[src/rtl/wdt_pkg.sv]
package wdt_pkg;

  localparam logic [7:0] A_GATE = 8'hF0;
  localparam logic [7:0] A_CTRL = 8'hF5;
  localparam logic [7:0] A_TIME = 8'hF6;

  localparam int B_GATE  = 7;
  localparam int B_STS   = 6;
  localparam int B_EN    = 5;
  localparam int B_PULSE = 4;
  localparam int B_UNIT  = 3;

  localparam int PULSE_W = 13;

  typedef struct packed {
    logic       en;
    logic       pulse;
    logic       unit;
    logic [1:0] width;
  } ctrl_t;

  function automatic logic [PULSE_W-1:0] pulse_ticks(input logic [1:0] code);
    case (code)
      2'd0:    return PULSE_W'(1);
      2'd1:    return PULSE_W'(25);
      2'd2:    return PULSE_W'(125);
      default: return PULSE_W'(5000);
    endcase
  endfunction

endpackage

[src/rtl/wdt_regs.sv]
module wdt_regs
  import wdt_pkg::*;
(
  input  logic       clk,
  input  logic       rst_n,
  input  logic [7:0] addr,
  input  logic [7:0] wdata,
  input  logic       we,
  input  logic       expire,
  input  logic [7:0] count,
  output ctrl_t      ctrl,
  output logic       gate,
  output logic       time_wr,
  output logic [7:0] rdata
);

  logic wr_ctrl, wr_gate, status;

  assign wr_ctrl = we && (addr == A_CTRL);
  assign wr_gate = we && (addr == A_GATE);
  assign time_wr = we && (addr == A_TIME);

  always_ff @(posedge clk) begin
    if (!rst_n) begin
      ctrl   <= '0;
      gate   <= 1'b0;
      status <= 1'b0;
    end else begin
      if (wr_ctrl) begin
        ctrl.en    <= wdata[B_EN];
        ctrl.pulse <= wdata[B_PULSE];
        ctrl.unit  <= wdata[B_UNIT];
        ctrl.width <= wdata[1:0];
      end
      if (wr_gate) gate <= wdata[B_GATE];
      if (expire) status <= 1'b1;
      else if (wr_ctrl && wdata[B_STS]) status <= 1'b0;
    end
  end

  always_comb begin
    rdata = '0;
    case (addr)
      A_GATE: rdata[B_GATE] = gate;
      A_CTRL: begin
        rdata[B_STS]   = status;
        rdata[B_EN]    = ctrl.en;
        rdata[B_PULSE] = ctrl.pulse;
        rdata[B_UNIT]  = ctrl.unit;
        rdata[1:0]     = ctrl.width;
      end
      A_TIME: rdata = count;
      default: rdata = '0;
    endcase
  end

  AST_STATUS_SET: assert property (@(posedge clk) disable iff (!rst_n)
    expire |=> status);
  AST_STATUS_CLEAR: assert property (@(posedge clk) disable iff (!rst_n)
    (wr_ctrl && wdata[B_STS] && !expire) |=> !status);

endmodule

[src/rtl/wdt_counter.sv]
module wdt_counter #(
  parameter int TICKS_PER_SEC = 1000,
  parameter int SECS_PER_MIN  = 60
) (
  input  logic       clk,
  input  logic       rst_n,
  input  logic       tick,
  input  logic       en,
  input  logic       unit,
  input  logic       time_wr,
  input  logic [7:0] time_val,
  output logic [7:0] count,
  output logic       expire
);

  localparam int MIN_TICKS = TICKS_PER_SEC * SECS_PER_MIN;
  localparam int PRE_W     = $clog2(MIN_TICKS + 1);

  logic [PRE_W-1:0] pre, lim;
  logic             step, roll;

  assign lim    = unit ? PRE_W'(MIN_TICKS - 1) : PRE_W'(TICKS_PER_SEC - 1);
  assign step   = en && tick && (count != 8'd0) && !time_wr;
  assign roll   = step && (pre >= lim);
  assign expire = roll && (count == 8'd1);

  always_ff @(posedge clk) begin
    if (!rst_n) begin
      count <= '0;
      pre   <= '0;
    end else if (time_wr) begin
      count <= time_val;
      pre   <= '0;
    end else if (step) begin
      if (roll) begin
        pre   <= '0;
        count <= count - 8'd1;
      end else begin
        pre <= pre + PRE_W'(1);
      end
    end
  end

  AST_NO_COUNT_UP: assert property (@(posedge clk) disable iff (!rst_n)
    !time_wr |=> (count <= $past(count)));
  AST_FROZEN: assert property (@(posedge clk) disable iff (!rst_n)
    (!en && !time_wr) |=> ($stable(count) && $stable(pre)));
  AST_ZERO_QUIET: assert property (@(posedge clk) disable iff (!rst_n)
    (count == 8'd0) |-> !expire);

endmodule

[src/rtl/wdt_outgen.sv]
module wdt_outgen
  import wdt_pkg::*;
(
  input  logic       clk,
  input  logic       rst_n,
  input  logic       tick,
  input  logic       en,
  input  logic       pulse_mode,
  input  logic [1:0] width,
  input  logic       gate,
  input  logic       time_wr,
  input  logic       expire,
  output logic       rst_out_n
);

  logic               lvl;
  logic [PULSE_W-1:0] pcnt;

  always_ff @(posedge clk) begin
    if (!rst_n) begin
      lvl  <= 1'b0;
      pcnt <= '0;
    end else if (time_wr || !en) begin
      lvl  <= 1'b0;
      pcnt <= '0;
    end else if (expire) begin
      if (pulse_mode) pcnt <= pulse_ticks(width);
      else            lvl  <= 1'b1;
    end else if (tick && (pcnt != '0)) begin
      pcnt <= pcnt - PULSE_W'(1);
    end
  end

  assign rst_out_n = !(gate && en && (lvl || (pcnt != '0)));

  AST_LEVEL_SET: assert property (@(posedge clk) disable iff (!rst_n)
    (expire && !pulse_mode && en && !time_wr) |=> lvl);
  AST_PULSE_LEN: assert property (@(posedge clk) disable iff (!rst_n)
    (expire && pulse_mode && en && !time_wr) |=> (pcnt == pulse_ticks($past(width))));
  AST_RELOAD_RELEASE: assert property (@(posedge clk) disable iff (!rst_n)
    time_wr |=> (!lvl && (pcnt == '0)));

endmodule

[src/rtl/wdog_timer.sv]
module wdog_timer
  import wdt_pkg::*;
#(
  parameter int TICKS_PER_SEC = 1000,
  parameter int SECS_PER_MIN  = 60
) (
  input  logic       clk,
  input  logic       rst_n,
  input  logic       tick_1k,
  input  logic [7:0] reg_addr,
  input  logic [7:0] reg_wdata,
  input  logic       reg_we,
  output logic [7:0] reg_rdata,
  output logic       wdt_rst_n
);

  ctrl_t      ctrl;
  logic       gate, time_wr, expire;
  logic [7:0] count;

  wdt_regs u_regs (
    .clk(clk), .rst_n(rst_n), .addr(reg_addr), .wdata(reg_wdata), .we(reg_we),
    .expire(expire), .count(count), .ctrl(ctrl), .gate(gate),
    .time_wr(time_wr), .rdata(reg_rdata)
  );

  wdt_counter #(
    .TICKS_PER_SEC(TICKS_PER_SEC), .SECS_PER_MIN(SECS_PER_MIN)
  ) u_counter (
    .clk(clk), .rst_n(rst_n), .tick(tick_1k), .en(ctrl.en), .unit(ctrl.unit),
    .time_wr(time_wr), .time_val(reg_wdata), .count(count), .expire(expire)
  );

  wdt_outgen u_out (
    .clk(clk), .rst_n(rst_n), .tick(tick_1k), .en(ctrl.en),
    .pulse_mode(ctrl.pulse), .width(ctrl.width), .gate(gate),
    .time_wr(time_wr), .expire(expire), .rst_out_n(wdt_rst_n)
  );

  AST_RELOAD_WINS: assert property (@(posedge clk) disable iff (!rst_n)
    time_wr |-> !expire);

endmodule

[config.mk]
export PLATFORM = sky130hd
export DESIGN_NAME = wdog_timer
export DESIGN_NICKNAME = d
export VERILOG_FILES = /design/src/rtl/wdt_pkg.sv /design/src/rtl/wdt_regs.sv /design/src/rtl/wdt_counter.sv /design/src/rtl/wdt_outgen.sv /design/src/rtl/wdog_timer.sv
export SDC_FILE = /design/constraint.sdc
export NUM_CORES = 1
export LEC_CHECK = 0
export BUFFER_PORTS_ARGS = -buffer_cell sky130_fd_sc_hd__clkbuf_2
export CORE_ASPECT_RATIO = 0.6
export CORE_MARGIN = 4
export CORE_UTILIZATION = 59
export CTS_CLUSTER_SIZE = 20
export DETAILED_ROUTE_END_ITERATION = 10
export PLACE_DENSITY = 0.8
export SKIP_CTS_REPAIR_TIMING = 1
export SLEW_MARGIN = 30
export SYNTH_ARGS = -nofsm -noshare
export SYNTH_HDL_FRONTEND = slang
export SYNTH_SLANG_ARGS = --single-unit
[constraint.sdc]
create_clock -name clk -period 3.3 [get_ports clk]
set_input_delay 0 -clock clk [delete_from_list [all_inputs] [get_ports clk]]
set_output_delay 0 -clock clk [all_outputs]
set_load 0.02 [all_outputs]
# After elaboration in Yosys (flattened, before gate mapping)
# Index checks and enable logic that the tools add are counted.
# op_classes
n_addsub,3
mul,0
div_mod_pow,0
magnitude_cmp,1
n_eq_ne,7
shift,0
mux,15
bitwise,2
n_reduce_logical,29
# op_table
operator,n
2-to-1 mux 13 bit,3
case mux 13 bit (3 select lines),1
2-to-1 mux 16 bit,2
== test 8 bit (second input constant),3
2-to-1 mux 8 bit,3
adder 16 x 1 -> 16 bit (second input constant),1
greater-or-equal comparator 16 bit,1
nonzero test 13 bit,1
subtractor 13 x 1 -> 13 bit (second input constant),1
logical AND 1 bit,12
== test 8 x 1 -> 1 bit (second input constant),1
case mux 4 bit (2 select lines),1
nonzero test 2 bit,4
nonzero test 8 bit,1
subtractor 8 x 1 -> 8 bit (second input constant),1
AND reduction 2 bit,3
case mux 2 bit (2 select lines),1
OR reduction 2 bit,2
logical NOT 1 bit,3
2-to-1 mux 1 bit,3
== test 2 x 1 -> 1 bit (second input constant),1
== test 2 bit (second input constant),1
logical NOT 2 bit,1
logical OR 1 bit,2
3 further kinds,4
# totals
reg_bits,45
latchBits,0
ram_bits,0
romBits,0
inputBits,20
out_inout_bits,9
word_cells,67
n_memories,0

# Logic depth before layout (Yosys ltp)
# Gate-level depths: netlist of run 1.
# depth
depth_word,8
mapped_depth,10
depth_no_buf,9

# Cells and area by module
# A second synthesis of run 1 with hierarchy kept.
# hier_totals
hier_cells,364
area_unflattened_um2,3031.7
# modules_own_cells
mod,n_inst,cells_per_inst,area_per_inst_um2,seq_area_each_um2
wdt_counter,1,181,1524.0,480.5
wdt_outgen,1,124,1029.7,280.3
wdt_regs,1,59,478.0,140.1

# Least setup slack after synthesis of run 1
# OpenSTA, ideal clock, no wires.
# synth_timing
kind,register to register
start,"reg, netlist name u_regs.ctrl[2]"
end,reg u_counter.count[7]
setup_ps,124
arrival_ps,2520
required_time_ps,3176
setup_slack_ps,656
path_stages_with_launch,10
path_buffers,0
synth_period_minus_slack_ps,2644
cell_sequence,dfxtp_1 inv_1 ha_1 and3_1 nand3_1 a2111oi_2 o21ai_4 nor4b_4 mux2i_1 o211ai_2
# synth_between
elab_chain_len,5
# synth_rtl
element,line_no,text
2-to-1 mux 16 bit,wdt_counter.sv:22,assign lim = unit ? PRE_W'(MIN_TICKS - 1) : PRE_W'(TICKS_PER_SEC - 1);
greater-or-equal comparator 16 bit,wdt_counter.sv:24,assign roll = step && (pre >= lim);
logical AND 1 bit,wdt_counter.sv:24,
nonzero test 2 bit (no line),n/a,
AND reduction 2 bit (no line),n/a,
"end signal, assigned",wdt_counter.sv:32,count <= time_val;
"end signal, assigned",wdt_counter.sv:37,count <= count - 8'd1;
"end, declared",wdt_counter.sv:12,"output logic [7:0] count,"
# Every way passes these cells.
# A chain may end at the register's enable or synchronous reset.

# Worst setup path in the final report of run 1
# layout_timing
start,"reg, netlist name u_regs.ctrl[2]"
end,reg u_out.pcnt[5]
# layout_between
elab_chain_len,6
word_cells_on_any_way,8
classes_between,1 x order compare; 1 x eq/ne; 2 x mux; 4 x reduce/logical
# layout_rtl
element,line_no,text
2-to-1 mux 16 bit (*),wdt_counter.sv:22,
greater-or-equal comparator 16 bit (*),wdt_counter.sv:24,
logical AND 1 bit (*),wdt_counter.sv:24,
logical AND 1 bit (*),wdt_counter.sv:25,assign expire = roll && (count == 8'd1);
!= test 2 x 1 -> 1 bit (no line) / nonzero test 2 bit (equally long branches),n/a,
AND reduction 2 bit (no line),n/a,
"end signal, assigned",wdt_outgen.sv:27,if (pulse_mode) pcnt <= pulse_ticks(width);
"end signal, assigned",wdt_outgen.sv:30,pcnt <= pcnt - PULSE_W'(1);
"end, declared",wdt_outgen.sv:17,logic [PULSE_W-1:0] pcnt;
# Every way passes the cells marked *; elsewhere a longest branch is shown, timed or not.

==> results of run 1 <==
[power breakdown]
group | total (uW) | internal, uW | switching (uW)
clock | 498 | 301 | 197
sequential | 543 | 543 | 0.477
combinational | 37.8 | 17.5 | 20.3
total | 1080 | 861 | 218
[through the flow]
step	setup slack, ns	cells
2_1_floorplan	0.6562	315
3_3_place_gp	0.4680	394
3_5_place_dp	0.3504	394
4_1_cts	0.3297	402
5_1_grt	0.01126	407
6_report	0.2806	407
[cell type report]
cell class | count | share of cell area
multi-input cells | 243 | 0.5470
flip-flops and latches | 45 | 0.2968
repair buffers | 35 | 0.06760
well taps | 60 | 0.02473
clock buffers | 5 | 0.02267
clock inverters | 3 | 0.02143
inverters | 16 | 0.01979
[routing by layer]
metal  share of wire  global-route usage  vias to the layer above
met5               0                   0                        -
met4           0.014             0.08008                        0
met3           0.075             0.05328                       11
met2            0.40              0.3463                      109
met1            0.51              0.3667                     1133
li1                -                   -                     1223
[final timing paths]
check                      start              to  slack, ns
hold / removal      reg_wdata[3]  u_regs.ctrl[2]      -0.01
setup reg to reg  u_regs.ctrl[2]   u_out.pcnt[5]       0.28
setup / recovery  u_regs.ctrl[2]   u_out.pcnt[5]       0.28
hold reg to reg      u_regs.gate     u_regs.gate       0.50
[cells in the final DEF (no fill, tap or decap), types with 2 or more instances in the layout]
| cell type | Yosys | layout |
|---|---|---|
| clkbuf_2 | 0 | 28 |
| and3_1 | 8 | 8 |
| a21oi_1 | 14 | 14 |
| a21boi_0 | 8 | 8 |
| and3_2 | 2 | 2 |
| nand4_1 | 8 | 8 |
| nor4_4 | 2 | 2 |
| clkbuf_8 | 1 | 5 |
| dlygate4sd3_1 | 0 | 5 |
| nor4_1 | 3 | 3 |
| o211ai_2 | 2 | 2 |
| buf_4 | 0 | 2 |
| o311ai_0 | 2 | 2 |
| nand3_1 | 20 | 20 |
| mux2i_1 | 2 | 2 |
| nor3_1 | 9 | 9 |
| a22o_1 | 7 | 7 |
| or2_2 | 4 | 4 |
| xor2_1 | 7 | 7 |
| a31oi_1 | 7 | 7 |
| o211ai_1 | 6 | 6 |
| nand4b_1 | 2 | 2 |
| nor3b_1 | 2 | 2 |
| inv_1 | 16 | 16 |
| bufinv_16 | 0 | 2 |
| or3_1 | 6 | 6 |
| o21a_1 | 4 | 4 |
| o211a_1 | 2 | 2 |
| o21ai_0 | 8 | 8 |
| dfxtp_1 | 45 | 45 |
| nor2_1 | 30 | 30 |
| nand2_1 | 31 | 31 |
| ha_1 | 16 | 16 |
| o22ai_1 | 2 | 2 |
| xnor2_1 | 7 | 7 |
[registers in the layout, summed over array words and instances (netlist names)]
register,flops
u_counter.count,8
u_counter.pre,16
u_out.lvl,1
u_out.pcnt,13
u_regs.ctrl,5
u_regs.gate,1
u_regs.status,1
[logic make-up (layout without fill, tap and decap cells)]
| logic type | count (synthesis) | in the layout |
|---|---|---|
| buffers and inverters | 27 | 59 |
| adders and majority gates | 16 | 16 |
| AOI/OAI and AO/OA | 75 | 75 |
| DFF | 45 | 45 |
| muxes | 2 | 2 |
| and+or+nand+nor | 136 | 136 |
| xor gates and xnor gates | 14 | 14 |
[synth_stat cells, types with 6 or more instances]
cell type and count:
nand3_1 20, xor2_1 7, xnor2_1 7, a21oi_1 14, o211ai_1 6, a22o_1 7
a21boi_0 8, a31oi_1 7, nor2_1 30, nor3_1 9, o21ai_0 8, dfxtp_1 45
nand2_1 31, or3_1 6, and3_1 8, nand4_1 8, ha_1 16, inv_1 16
[worst max-delay path, cell delays in order (launching register included)]
cell	delay (ns)
dfxtp_1	0.45
inv_1	0.18
ha_1	0.34
a211o_1	0.29
o21ai_0	0.16
o211ai_1	0.24
o211ai_2	0.37
nand3_2	0.28
or4_1	0.47
a31oi_1	0.16
==> results.sh, run 1 <==
export IMPL_max_slew_margin=0.5381
export IMPL_fmax_mhz=331.2
export IMPL_synthTopCellsByArea="dfxtp_1, ha_1, nand2_1"
export IMPL_finalSetupViolations=0
export IMPL_worst_hold_slack_ns=-0.01310
export IMPL_synth_adder_area_share=0.07418
export IMPL_detail_route_iter0_violations=209
export IMPL_finalSetupTns_ns=0
export IMPL_dp_hpwl_mm=4.726
export IMPL_firstDrtPassIters=4
export IMPL_synth_warnings=0
export IMPL_avgSynthCellArea_sq_um=8.568
export IMPL_cts_path_max_buffers=2
export IMPL_placementRows=18
export IMPL_vias_per_cell=6.084
export IMPL_multi_input_area_sq_um=1660
export IMPL_period_needed_ns=3.019
export IMPL_drv_cap=0
export IMPL_final_util=0.7131
export IMPL_cts_root_buffer="clkbuf_8"
export IMPL_regArea_sq_um=900.9
export IMPL_worst_pin_slew_ns=0.6916
export IMPL_dpl_cell_area_sq_um=2851
export IMPL_synth_seq_area_share=0.3338
export IMPL_synth_main_ff_cell="dfxtp_1"
export IMPL_synth_top_family_by_area="simple AND/OR/NAND/NOR gates"
export IMPL_synth_xor_area_share=0.04543
export IMPL_postSynthCellCount=315
export IMPL_final_nets=382
export IMPL_final_hold_viol_count=1
export IMPL_cts_buffers=5
export IMPL_fill_cells=335
export IMPL_finalWirelength_mm=6.587
export IMPL_drive_above_1_share=0.1643
export IMPL_grt_overflow=0
export IMPL_r2r_cells=9
export IMPL_grt_setup_unrepaired="no"
export IMPL_cts_sinks=45
export IMPL_power_density_nw_per_um2=355.4
export IMPL_whs_path_depth=3
export IMPL_postSynthNetCount=351
export IMPL_skew_ns=0.008638
export IMPL_grt_pass1_wl_mm=10.86
export IMPL_cts_max_level=2
export IMPL_status="finished with violations"
export IMPL_crit_required_ns=3.54
export IMPL_globalRouteTotalUtil=0.2444
export IMPL_die_h_um=60.39
export IMPL_synth_area_sq_um=2699
export IMPL_crit_fanout=13
export IMPL_finalPower_uw=1079
export IMPL_timing_final_crit_share=0.9150
export IMPL_final_area_sq_um=3035
export IMPL_vias=2476
export IMPL_hold_path_class="input pin to register"
export IMPL_grt_pass1_vias=2240
export IMPL_cp_end_kind="register"
export IMPL_die_x_um=95.32
export IMPL_drcViolationCount=0
export IMPL_antenna_found_initial=0
export IMPL_yosysUniqueCellTypes=57
export IMPL_dieArea_sq_um=5756
export IMPL_synth_compound_area_share=0.2123
export IMPL_grt_max_degree=21
export IMPL_finalMaxSlewViolations=0
export IMPL_synthToLayoutAreaGrowth_pct=12.47
export IMPL_path_clk_slew_ns=0.09
export IMPL_yosys_area_share_simple=0.2758
export IMPL_synth_top_cell_area_share=0.3338
export IMPL_start_util=0.6340
export IMPL_vdd_ir_drop_max_uv=307.7
export IMPL_violations="hold timing"
export IMPL_post_drt_wl_per_cell_um=16.18
export IMPL_io_buffer_count=28
export IMPL_arrival_ns=3.26
export IMPL_antenna_cells=0
export IMPL_ys_ff_latch=45
export IMPL_start_kind="register"
export IMPL_coreArea_sq_um=4257
export IMPL_synthMuxAreaShare=0.007418
export IMPL_cts_tree="built"
export IMPL_synth_edf_count=0
export IMPL_insertion_delay_ns=0.31
export IMPL_ant_nets=0
export IMPL_ios=29
export IMPL_leakage_uw=0.001231
export IMPL_async_flop_share=0
export IMPL_place_gp_congestion=0.8826
export IMPL_synth_top_cell_by_area="dfxtp_1"
export IMPL_path_class="register to register"
Power figures use the tool's default switching activity.
==> run 2, diff against run 1 <==
--- a/config.mk
+++ b/config.mk
@@ -6,7 +6,7 @@
 export NUM_CORES = 1
 export LEC_CHECK = 0
 export BUFFER_PORTS_ARGS = -buffer_cell sky130_fd_sc_hd__clkbuf_2
-export CORE_ASPECT_RATIO = 0.6
+export CORE_ASPECT_RATIO = 0.9
 export CORE_MARGIN = 4
 export CORE_UTILIZATION = 59
 export CTS_CLUSTER_SIZE = 20
==> run 2 against run 1 <==
  * The run still ends with hold timing left
  * Fmax grew 2.9%
  * Register-to-register slack improved by 0.09 ns
  * Power shrank 13%
  * Clock power down 28%
  * Sequential power hardly changed
  * Largest power group unchanged
==> results.sh, run 2 (synthesized netlist as in run 1, its figures left out) <==
export IMPL_status="finished with violations"
export IMPL_violations="hold timing"
export IMPL_whs_path_depth=3
export IMPL_final_hold_viol_count=4
export IMPL_cts_max_level=2
export IMPL_coreArea_sq_um=4432
export IMPL_final_area_sq_um=2978
export IMPL_timing_final_crit_share=0.8889
export IMPL_power_density_nw_per_um2=314.4
export IMPL_post_drt_wl_per_cell_um=14.54
export IMPL_r2r_cells=9
export IMPL_critPathSlowestCell="or4_1"
export IMPL_final_common_cell="dfxtp_1"
export IMPL_finalSetupViolations=0
export IMPL_cp_cell_sequence="inv_1 -> ha_1 -> a211o_1 -> o21ai_0 -> o211ai_1 -> o211ai_2 -> nand3_2 -> or4_1 -> a31oi_1"
export IMPL_path_class="register to register"
export IMPL_grt_pass1_wl_mm=10.06
export IMPL_crit_path_max_incr_delay_ns=0.46
export IMPL_start_util=0.6090
export IMPL_ant_nets=0
export IMPL_dp_hpwl_mm=4.397
export IMPL_grt_setup_unrepaired="no"
export IMPL_comb_power_share=0.035
export IMPL_finalMaxSlewViolations=0
export IMPL_dpl_cell_count=397
export IMPL_cts_sinks=45
export IMPL_dpl_cell_area_sq_um=2861
export IMPL_cts_root_buffer="clkbuf_8"
export IMPL_p_clk_frac=0.385
export IMPL_layout_common_cells="dfxtp_1, nand2_1, nor2_1, clkbuf_2, nand3_1"
export IMPL_drcViolationCount=0
export IMPL_path_clk_slew_ns=0.08
export IMPL_vias=2397
export IMPL_ios=29
export IMPL_dieArea_sq_um=5722
export IMPL_largest_reg_flops=16
export IMPL_switching_power_uw=208.7
export IMPL_skew_ns=0.006868
export IMPL_detail_route_iter0_violations=104
export IMPL_drive_above_1_share=0.1681
export IMPL_crit_required_ns=3.52
export IMPL_arrival_ns=3.16
export IMPL_grt_pass1_vias=2246
export IMPL_synthToLayoutAreaGrowth_pct=10.34
export IMPL_grt_overflow=0
export IMPL_rr_endpoint="u_out.pcnt[5]"
export IMPL_p_sw_frac=0.2229
export IMPL_placementRows=23
export IMPL_layout_setup_ws_ns=0.3665
export IMPL_top_regs="u_counter.pre: 16 flops, u_out.pcnt: 13 flops, u_counter.count: 8 flops"
export IMPL_final_nets=380
export IMPL_start_kind="register"
export IMPL_drv_cap=0
export IMPL_worst_r2r_setup_slack_ns=0.37
export IMPL_die_x_um=79.29
export IMPL_fmax_mhz=340.9
export IMPL_pre_cts_slack_ns=0.3837
export IMPL_firstDrtPassIters=4
export IMPL_cts_buffers=5
export IMPL_worst_r2r_startpoint="u_regs.ctrl[2]"
export IMPL_vdd_ir_drop_max_uv=314.8
export IMPL_leakage_uw=0.001207
export IMPL_worst_pin_slew_ns=0.5911
export IMPL_place_gp_congestion=0.8320
export IMPL_min_from="reg_wdata[4]"
export IMPL_finalSetupTns_ns=0
export IMPL_top_register="u_counter.pre"
export IMPL_fin_cells=407
export IMPL_grt_max_degree=21
export IMPL_finalWirelength_mm=5.916
export IMPL_die_h_um=72.17
export IMPL_insertion_delay_ns=0.30
export IMPL_antenna_found_initial=0
export IMPL_cts_tree="built"
export IMPL_io_buffer_count=28
export IMPL_period_needed_ns=2.934
export IMPL_crit_fanout=13
export IMPL_cts_path_max_buffers=2
export IMPL_globalRouteTotalUtil=0.2215
export IMPL_hold_path_class="input pin to register"
export IMPL_cp_end_kind="register"
export IMPL_min_to="u_regs.ctrl[3]"
export IMPL_p_int_uw=727.6
export IMPL_worst_hold_slack_ns=-0.02348
export IMPL_antenna_cells=0
export IMPL_p_seq_frac=0.580
export IMPL_max_slew_margin=0.6059
export IMPL_vias_per_cell=5.889
==> run 2: power groups by stage <==
| stage | registers [uW] | clock network (uW) | logic, uW |
|---|---|---|---|
| final | 543 | 360 | 33.2 |
| after CTS | 543 | 364 | 31.1 |
| after floorplan | 556 | 0 | 14.4 |
| after global placement | 556 | 0 | 30.9 |
| after detailed placement | 556 | 0 | 30.9 |
| after global routing | 543 | 387 | 36.7 |
==> run 2: stage by stage <==
stage               utilization  power [uW]
global route             0.6719       966.5
finish                   0.6719       936.3
global placement         0.6457       586.8
floorplan                     -       570.2
CTS                      0.6674       938.5
detailed placement       0.6457       586.9
==> run 2: area by class of cell <==
class                   instances  area [sq um]
clock buffers                   6         82.58
flip-flops and latches         45         900.9
fillers                       378          1454
inverters                      16         60.06
clock inverters                 2         13.76
multi-input cells             243          1660
repair buffers                 33         182.7
well taps                      62         77.57
==> run 2: routing by layer <==
metal,vias to the layer above,GRT usage,part of all wire
li1,1210,-,-
met1,1110,0.2970,0.47
met5,-,0,0
met4,0,0.08588,0.012
met2,70,0.3533,0.46
met3,7,0.04467,0.057
==> run 2: worst max-delay path: cells and delay by family, from the launching register on <==
family,cells,cell delay [ns]
simple gates,2,0.71
fa+ha+maj,1,0.33
compound gates,5,1.22
buf+inv,1,0.17
flops,1,0.43
==> run 2: worst max-delay path by stage <==
stage              startpoint                 end  slack (ns)  cells past startpoint
2_1_floorplan  u_regs.ctrl[2]  u_counter.count[7]        0.66                      9
3_3_place_gp   u_regs.ctrl[2]       u_out.pcnt[5]        0.53                      9
3_5_place_dp   u_regs.ctrl[2]       u_out.pcnt[5]        0.38                      9
4_1_cts        u_regs.ctrl[2]       u_out.pcnt[5]        0.37                      9
5_1_grt        u_regs.ctrl[2]       u_out.pcnt[5]        0.15                      9
6_report       u_regs.ctrl[2]       u_out.pcnt[5]        0.37                      9
